### src/rtl/irqsel_pkg.sv
package irqsel_pkg;
  localparam int PIN_COUNT   = 16;
  localparam int FIELD_W     = 4;
  localparam int FIELDS_PER  = 4;
  localparam int SEL_REGS    = PIN_COUNT / FIELDS_PER;
  localparam int SEL_KEEP_W  = FIELDS_PER * FIELD_W;
  localparam int DATA_W      = 32;

  typedef struct packed {
    logic                wrCmp;
    logic [SEL_REGS-1:0] wrSel;
    logic                rdRemap;
    logic                rdPmode;
    logic                rdCmp;
    logic [SEL_REGS-1:0] rdSel;
  } regStrobe_t;
endpackage

### src/rtl/irqsel_ctrl.sv
module irqsel_ctrl
  import irqsel_pkg::*;
#(
  parameter int ADDR_W    = 10,
  parameter int OFS_REMAP = 'h00,
  parameter int OFS_PMODE = 'h04,
  parameter int OFS_SEL   = 'h08,
  parameter int OFS_CMP   = 'h20
) (
  input  logic              clk,
  input  logic              rstN,
  input  logic              busWrite,
  input  logic [ADDR_W-1:0] busAddr,
  output regStrobe_t        stb
);
  logic aligned;
  logic hitRemap, hitPmode, hitCmp;
  logic [SEL_REGS-1:0] hitSel;

  assign aligned  = (busAddr[1:0] == 2'b00);
  assign hitRemap = aligned && (busAddr == ADDR_W'(OFS_REMAP));
  assign hitPmode = aligned && (busAddr == ADDR_W'(OFS_PMODE));
  assign hitCmp   = aligned && (busAddr == ADDR_W'(OFS_CMP));

  for (genvar i = 0; i < SEL_REGS; i++) begin : g_selDecode
    assign hitSel[i] = aligned && (busAddr == ADDR_W'(OFS_SEL + 4 * i));
  end

  always_comb begin
    stb         = '0;
    stb.rdRemap = hitRemap;
    stb.rdPmode = hitPmode;
    stb.rdCmp   = hitCmp;
    stb.rdSel   = hitSel;
    stb.wrCmp   = busWrite && hitCmp;
    stb.wrSel   = busWrite ? hitSel : '0;
  end

  AST_ONE_READ_TARGET: assert property (@(posedge clk) disable iff (!rstN)
    $onehot0({stb.rdRemap, stb.rdPmode, stb.rdCmp, stb.rdSel}))
    else $error("more than one register decoded");

  AST_WRITE_NEEDS_STROBE: assert property (@(posedge clk) disable iff (!rstN)
    !busWrite |-> (stb.wrSel == '0 && !stb.wrCmp))
    else $error("write strobe without bus write");
endmodule

### src/rtl/irqsel_dp.sv
module irqsel_dp
  import irqsel_pkg::*;
#(
  parameter int PORT_COUNT = 9
) (
  input  logic                              clk,
  input  logic                              rstN,
  input  regStrobe_t                        stb,
  input  logic [DATA_W-1:0]                 busWdata,
  output logic [DATA_W-1:0]                 busRdata,
  input  logic [PORT_COUNT*PIN_COUNT-1:0]   pinLevels,
  output logic [PIN_COUNT-1:0]              lineOut
);
  localparam int SPAN = 1 << FIELD_W;

  logic [SEL_REGS-1:0][SEL_KEEP_W-1:0] selRegs;
  logic [DATA_W-1:0] cmpReg;
  logic [DATA_W-1:0] remapReg;
  logic [DATA_W-1:0] pmodeReg;

  always_ff @(posedge clk or negedge rstN) begin
    if (!rstN) begin
      remapReg <= '0;
      pmodeReg <= '0;
    end else begin
      remapReg <= remapReg;
      pmodeReg <= pmodeReg;
    end
  end

  always_ff @(posedge clk or negedge rstN) begin
    if (!rstN) cmpReg <= '0;
    else if (stb.wrCmp) cmpReg <= busWdata;
  end

  for (genvar r = 0; r < SEL_REGS; r++) begin : g_selReg
    always_ff @(posedge clk or negedge rstN) begin
      if (!rstN) selRegs[r] <= '0;
      else if (stb.wrSel[r]) selRegs[r] <= busWdata[SEL_KEEP_W-1:0];
    end
  end

  always_comb begin
    busRdata = '0;
    if (stb.rdRemap) busRdata = remapReg;
    if (stb.rdPmode) busRdata = pmodeReg;
    if (stb.rdCmp)   busRdata = cmpReg;
    for (int r = 0; r < SEL_REGS; r++) begin
      if (stb.rdSel[r]) busRdata = {{(DATA_W-SEL_KEEP_W){1'b0}}, selRegs[r]};
    end
  end

  for (genvar p = 0; p < PIN_COUNT; p++) begin : g_line
    localparam int REG_IDX = p / FIELDS_PER;
    localparam int BIT_LO  = (p % FIELDS_PER) * FIELD_W;
    logic [FIELD_W-1:0] field;
    logic [SPAN-1:0]    portBits;

    assign field = selRegs[REG_IDX][BIT_LO +: FIELD_W];

    for (genvar k = 0; k < SPAN; k++) begin : g_port
      if (k < PORT_COUNT) begin : g_real
        assign portBits[k] = pinLevels[k*PIN_COUNT + p];
      end else begin : g_none
        assign portBits[k] = 1'b0;
      end
    end

    assign lineOut[p] = portBits[field];

    AST_NO_PORT_LOW: assert property (@(posedge clk) disable iff (!rstN)
      (int'(field) >= PORT_COUNT) |-> !lineOut[p])
      else $error("unselected line %0d not low", p);
  end

  AST_SEL_UPPER_ZERO: assert property (@(posedge clk) disable iff (!rstN)
    (stb.rdSel != '0) |-> (busRdata[DATA_W-1:SEL_KEEP_W] == '0))
    else $error("selection register upper bits nonzero");

  AST_CMP_STORES: assert property (@(posedge clk) disable iff (!rstN)
    stb.wrCmp |=> (cmpReg == $past(busWdata)))
    else $error("compensation register lost write data");

  AST_LOCKED_REGS: assert property (@(posedge clk) disable iff (!rstN)
    (remapReg == '0) && (pmodeReg == '0))
    else $error("locked register changed");

  AST_STRAY_WRITE: assert property (@(posedge clk) disable iff (!rstN)
    (stb.wrSel == '0 && !stb.wrCmp) |=> ($stable(selRegs) && $stable(cmpReg)))
    else $error("register changed without a decoded write");
endmodule

### src/rtl/irqsel_top.sv
module irqsel_top
  import irqsel_pkg::*;
#(
  parameter int PORT_COUNT = 9,
  parameter int ADDR_W     = 10
) (
  input  logic                            clk,
  input  logic                            rstN,
  input  logic                            busWrite,
  input  logic [ADDR_W-1:0]               busAddr,
  input  logic [DATA_W-1:0]               busWdata,
  output logic [DATA_W-1:0]               busRdata,
  input  logic [PORT_COUNT*PIN_COUNT-1:0] pinLevels,
  output logic [PIN_COUNT-1:0]            lineOut
);
  regStrobe_t stb;

  irqsel_ctrl #(.ADDR_W(ADDR_W)) u_ctrl (
    .clk      (clk),
    .rstN     (rstN),
    .busWrite (busWrite),
    .busAddr  (busAddr),
    .stb      (stb)
  );

  irqsel_dp #(.PORT_COUNT(PORT_COUNT)) u_dp (
    .clk       (clk),
    .rstN      (rstN),
    .stb       (stb),
    .busWdata  (busWdata),
    .busRdata  (busRdata),
    .pinLevels (pinLevels),
    .lineOut   (lineOut)
  );
endmodule

### config.mk
export PLATFORM = sky130hd
export DESIGN_NAME = irqsel_top
export DESIGN_NICKNAME = d
export VERILOG_FILES = /design/src/rtl/irqsel_pkg.sv /design/src/rtl/irqsel_ctrl.sv /design/src/rtl/irqsel_dp.sv /design/src/rtl/irqsel_top.sv
export SDC_FILE = /design/constraint.sdc
export NUM_CORES = 1
export LEC_CHECK = 0
export BUFFER_PORTS_ARGS = -buffer_cell sky130_fd_sc_hd__buf_2
export CAP_MARGIN = 25
export CORE_ASPECT_RATIO = 1.25
export CORE_MARGIN = 5
export CORE_UTILIZATION = 55
export CTS_BUF_LIST = sky130_fd_sc_hd__clkbuf_4 sky130_fd_sc_hd__clkbuf_8
export CTS_CLUSTER_SIZE = 24
export DETAILED_ROUTE_END_ITERATION = 7
export GPL_ROUTABILITY_DRIVEN = 0
export PLACE_DENSITY = 0.89
export RECOVER_POWER = 100
export REMOVE_ABC_BUFFERS = 1
export SYNTH_ARGS = -nofsm -noshare
export SYNTH_HDL_FRONTEND = slang
export SYNTH_HIERARCHICAL = 1
export SYNTH_SLANG_ARGS = --single-unit
### constraint.sdc
create_clock -name clk -period 4.61 [get_ports clk]
set_input_delay 0.461 -clock clk [delete_from_list [all_inputs] [get_ports clk]]
set_output_delay 0.461 -clock clk [all_outputs]
set_load 0.02 [all_outputs]
# After elaboration in Yosys (flattened, before gate mapping)
# Index checks and enable logic that the tools add are counted.
# word_totals
register_bits	96
word_cells	71
# classes
magnitude_cmp	16
eq_ne	5
n_mux	38
n_reduce_logical	7
# ops
cell	count
32-bit two-way mux	5
4-bit by 5-bit less-than comparator with 1-bit output (second input constant)	16
1-bit binary-select mux with 4-bit select	16
10-bit by 4-bit equality test with 1-bit output (second input constant)	2
10-bit by 5-bit equality test with 1-bit output (second input constant)	2
1-bit two-way mux	16
10-bit by 6-bit equality test with 1-bit output (second input constant)	1
1-bit logical AND	6
4-bit two-way mux	1
2-bit logical NOT	1

# Logic depth before layout (Yosys ltp)
# logic_depth
word_depth	7
mapped_depth	8

# By module
# Netlist, hierarchy kept.
# modules_own_cells
mod	n_inst	cells_each	area_per_inst_um2	seq_area_each_um2
irqsel_dp	1	531	5795.6	2402.3
irqsel_ctrl	1	27	175.2	0.0

# Worst setup path before layout
# OpenSTA, ideal clock, no wires.
# synth_timing
path_type	input port to output port
startpoint	input busAddr[1]
endpoint	output busRdata[10]
arrival_time_ns	2.712
required_ns	4.149
setup_slack_ns	1.437
stages	7
path_buffers	2
cell_sequence	or4_1 buf_2 nor4b_1 clkbuf_1 a21oi_1 a221o_1 a21oi_1
# synth_lines
item	line	source
start, declared	irqsel_top.sv:10	input logic [ADDR_W-1:0] busAddr,
end, declared	irqsel_top.sv:12	output logic [DATA_W-1:0] busRdata,

==> results <==
- The post-route standard cell area excluding fillers is 0.00725 mm^2.
- Summed over all layers, the global routing overflow is 0.
- The library cell appearing most often on the critical path is sky130_fd_sc_hd__a21oi_1.
- The initial antenna violation count is 0.
- The count of warnings emitted by yosys is 6.
- On the critical path, the stage with the largest delay is an instance of sky130_fd_sc_hd__or4_1.
- The number of H-tree levels is 3.
- Setup repair after global routing left no endpoint under its margin.
- In the final routed layout, each cell accounts on average for 18.9 um.
- The path class of the tightest hold or removal check is in -> reg.
- The critical path goes through buf_2 -> or4_1 -> nor4b_1 -> buf_4 -> a21oi_1 -> a221o_1 -> a21oi_1 -> clkbuf_1.
- Clock skew on the completed layout was measured at 0 ns.
- The count of nets left with antenna violations once routing finished came out at 0.
- In the layout the commonest cells are 190 x sky130_fd_sc_hd__buf_2, 96 x sky130_fd_sc_hd__dfrtp_1, 88 x sky130_fd_sc_hd__mux2_2.
- For hold timing, the worst endpoint is u_dp/cmpReg[20]$_DFFE_PN0P_.
- The slew at the pin closest to its max-slew limit is 2.12 ns.
- Counting cells, the worst reg-to-reg path comes to 1.
- The clock latency on the worst-skew pair is 0.35 ns.
- The overall routing resource usage is 26.2%.
- The number of placed instances, taps included is 888.
- Measured against its own limit, the worst slew margin works out to -41.5%.
- The die is 103 um wide.
- The post-route setup TNS is 0 ns.
- The static leakage power is 3.53 nW.
- The post-synthesis average cell area is 10.7 um^2.
- The clock transition time at the flip-flop clock pins of the worst setup and hold paths is 0.08 ns.
- The average via count per standard cell is 6.11.
- During I/O placement, the number of pins put on the boundary was 237.
- The repair_antennas step left the layout with diodes totalling 0.
- Setup slack on the critical path of the routed design comes to 1.20 ns.
- The checks that failed: capacitance limit, slew limit.
- The number of cells produced by synthesis is 554.
- At the worst endpoint, the arrival time is 2.94 ns.
- The number of buffers added by the clock tree synthesis step is 9.
- Across the VDD grid, the largest voltage drop is 0.180 mV.
- The core area is 0.0106 mm^2.
- The post-route fraction of the period consumed by the critical path is 73.9%.
- The final layout contains 956 nets.
- For this design, the CTS-stage hold fixing added 0 buffers.
- The number of max-slew violations in the final report is 75.
- The number of fill cells in the layout is 854.
- The via count of the first global-routing pass is 5857.
- The setup slack on the worst flop-to-flop path is 3.64 ns.
- The worst setup path is captured at a primary output.
- The minimum setup slack after placement is 1.43 ns.
- Post-CTS repair changed the size of 0 cells.
- Once placement finished, the instance area stood at 0.00720 mm^2.
- The worst hold path begins at busWdata[20].
- The kind of start point of the critical path is a primary input.
- The final route contains 5523 vias.
- The critical path in this run is classified as in -> out.
- The number of stages on the worst hold path is 2.
- The worst register-to-register path ends at u_dp/g_line[0].field[0]$_DFFE_PN0P_.
- The mapped netlist covers 0.00594 mm^2.
- The die area is 0.0130 mm^2.
- The final number of hold-violating endpoints is 0.
- The maximum buffer depth of the clock tree is 2.
- Timing would allow up to 294 MHz.
- The pin count of the biggest net entering global routing is 57.
- The fraction of final layout cells sized beyond drive strength 1 is 41.7%.
- The layout-stage area growth over the synthesis result is 22.1%.
- The final HPWL from detailed placement is 13000 um.
- The tightest hold path in the finished design has a slack of 0.341 ns.
- TritonCTS built the clock tree.
- Post-CTS timing repair inserted 0 buffers for setup.
- The detailed router finished its first iteration with 310 violations.
- The flow ran to the end, but the final reports show violations.
- Before antenna repair, the detailed router went through 5 iterations.
- The total number of placement rows is 42.
- The delay contributed by the slowest stage of the critical path is 0.72 ns.
- Max-cap violations in this run came to 2.
- The total chip power is 1.56 mW.
- The number of I/O port buffers is 236.
- The final core utilization is 68.7%.
- Excluding fillers, the count of instances in the completed layout stands at 904.
- The most common cell after layout, fill and taps aside is sky130_fd_sc_hd__buf_2.
- The initial core utilization is 56.3%.
- Along the worst path, the maximum fanout reaches 33.
- The power density of the placed cells is 216 mW/mm^2.
- The routed design could run at a clock period as short as 3.41 ns.
- The worst register-to-register path begins at u_dp/g_line[0].field[0]$_DFFE_PN0P_.
- The clock drives 96 sinks.
- The post-detailed-routing wire length is 17100 um.
- The die is 126 um tall.
- The endpoint required time on the critical path is 4.15 ns.
- The first global-routing pass estimated 27200 um of wire.
- The cell at the root of the clock tree is sky130_fd_sc_hd__clkbuf_8.
- In the routed design, unresolved DRC markers number 0.
- Setup violations remaining at the end of the flow were counted as 0.
[layout make-up]
class                   count  area, um^2  area share [%]
multi-input cells         393        3240            44.7
clock buffers              11         151            2.09
inverters                  18        67.6           0.931
flip-flops and latches     96        2400            33.1
clock inverters             5        31.3           0.431
well taps                 132         165            2.28
repair buffers            249        1200            16.5
[where the power goes]
group	internal [mW]	total, mW	switching [mW]
clock	0.224	0.501	0.278
combinational	0.103	0.188	0.0855
sequential	0.855	0.874	0.0185
total	1.18	1.56	0.382
[critical path, delay by kind of cell]
kind | cells | cell delay, ns
AOI/OAI and AO/OA | 3 | 0.63
buffers and inverters | 3 | 0.73
and+or+nand+nor | 2 | 1.11
[layer usage]
metal	GRT usage, %	share of wire (%)
met1	31.5	37
met4	10.1	2.5
met2	45.5	52
met3	4.81	8.4
met5	0	0
[state kept, by name, summed over array words and instances (netlist names)]
name and cells:
u_dp/g_line.field 64, u_dp/cmpReg 32
[how the worst max path moves through the flow]
| stage | slack [ns] | cells after the start | from | endpoint |
|---|---|---|---|---|
| floorplan | -0.21 | 3 | busAddr[1] | u_dp/cmpReg[0]$_DFFE_PN0P_ |
| global placement | 1.52 | 8 | busAddr[6] | busRdata[0] |
| detailed placement | 1.43 | 7 | busAddr[1] | busRdata[11] |
| CTS | 1.42 | 7 | busAddr[1] | busRdata[11] |
| global route | 0.92 | 2 | rstN | u_dp/g_line[9].field[0]$_DFFE_PN0P_ |
| finish | 1.20 | 8 | busAddr[7] | busRdata[0] |
Power figures use the tool's default switching activity.
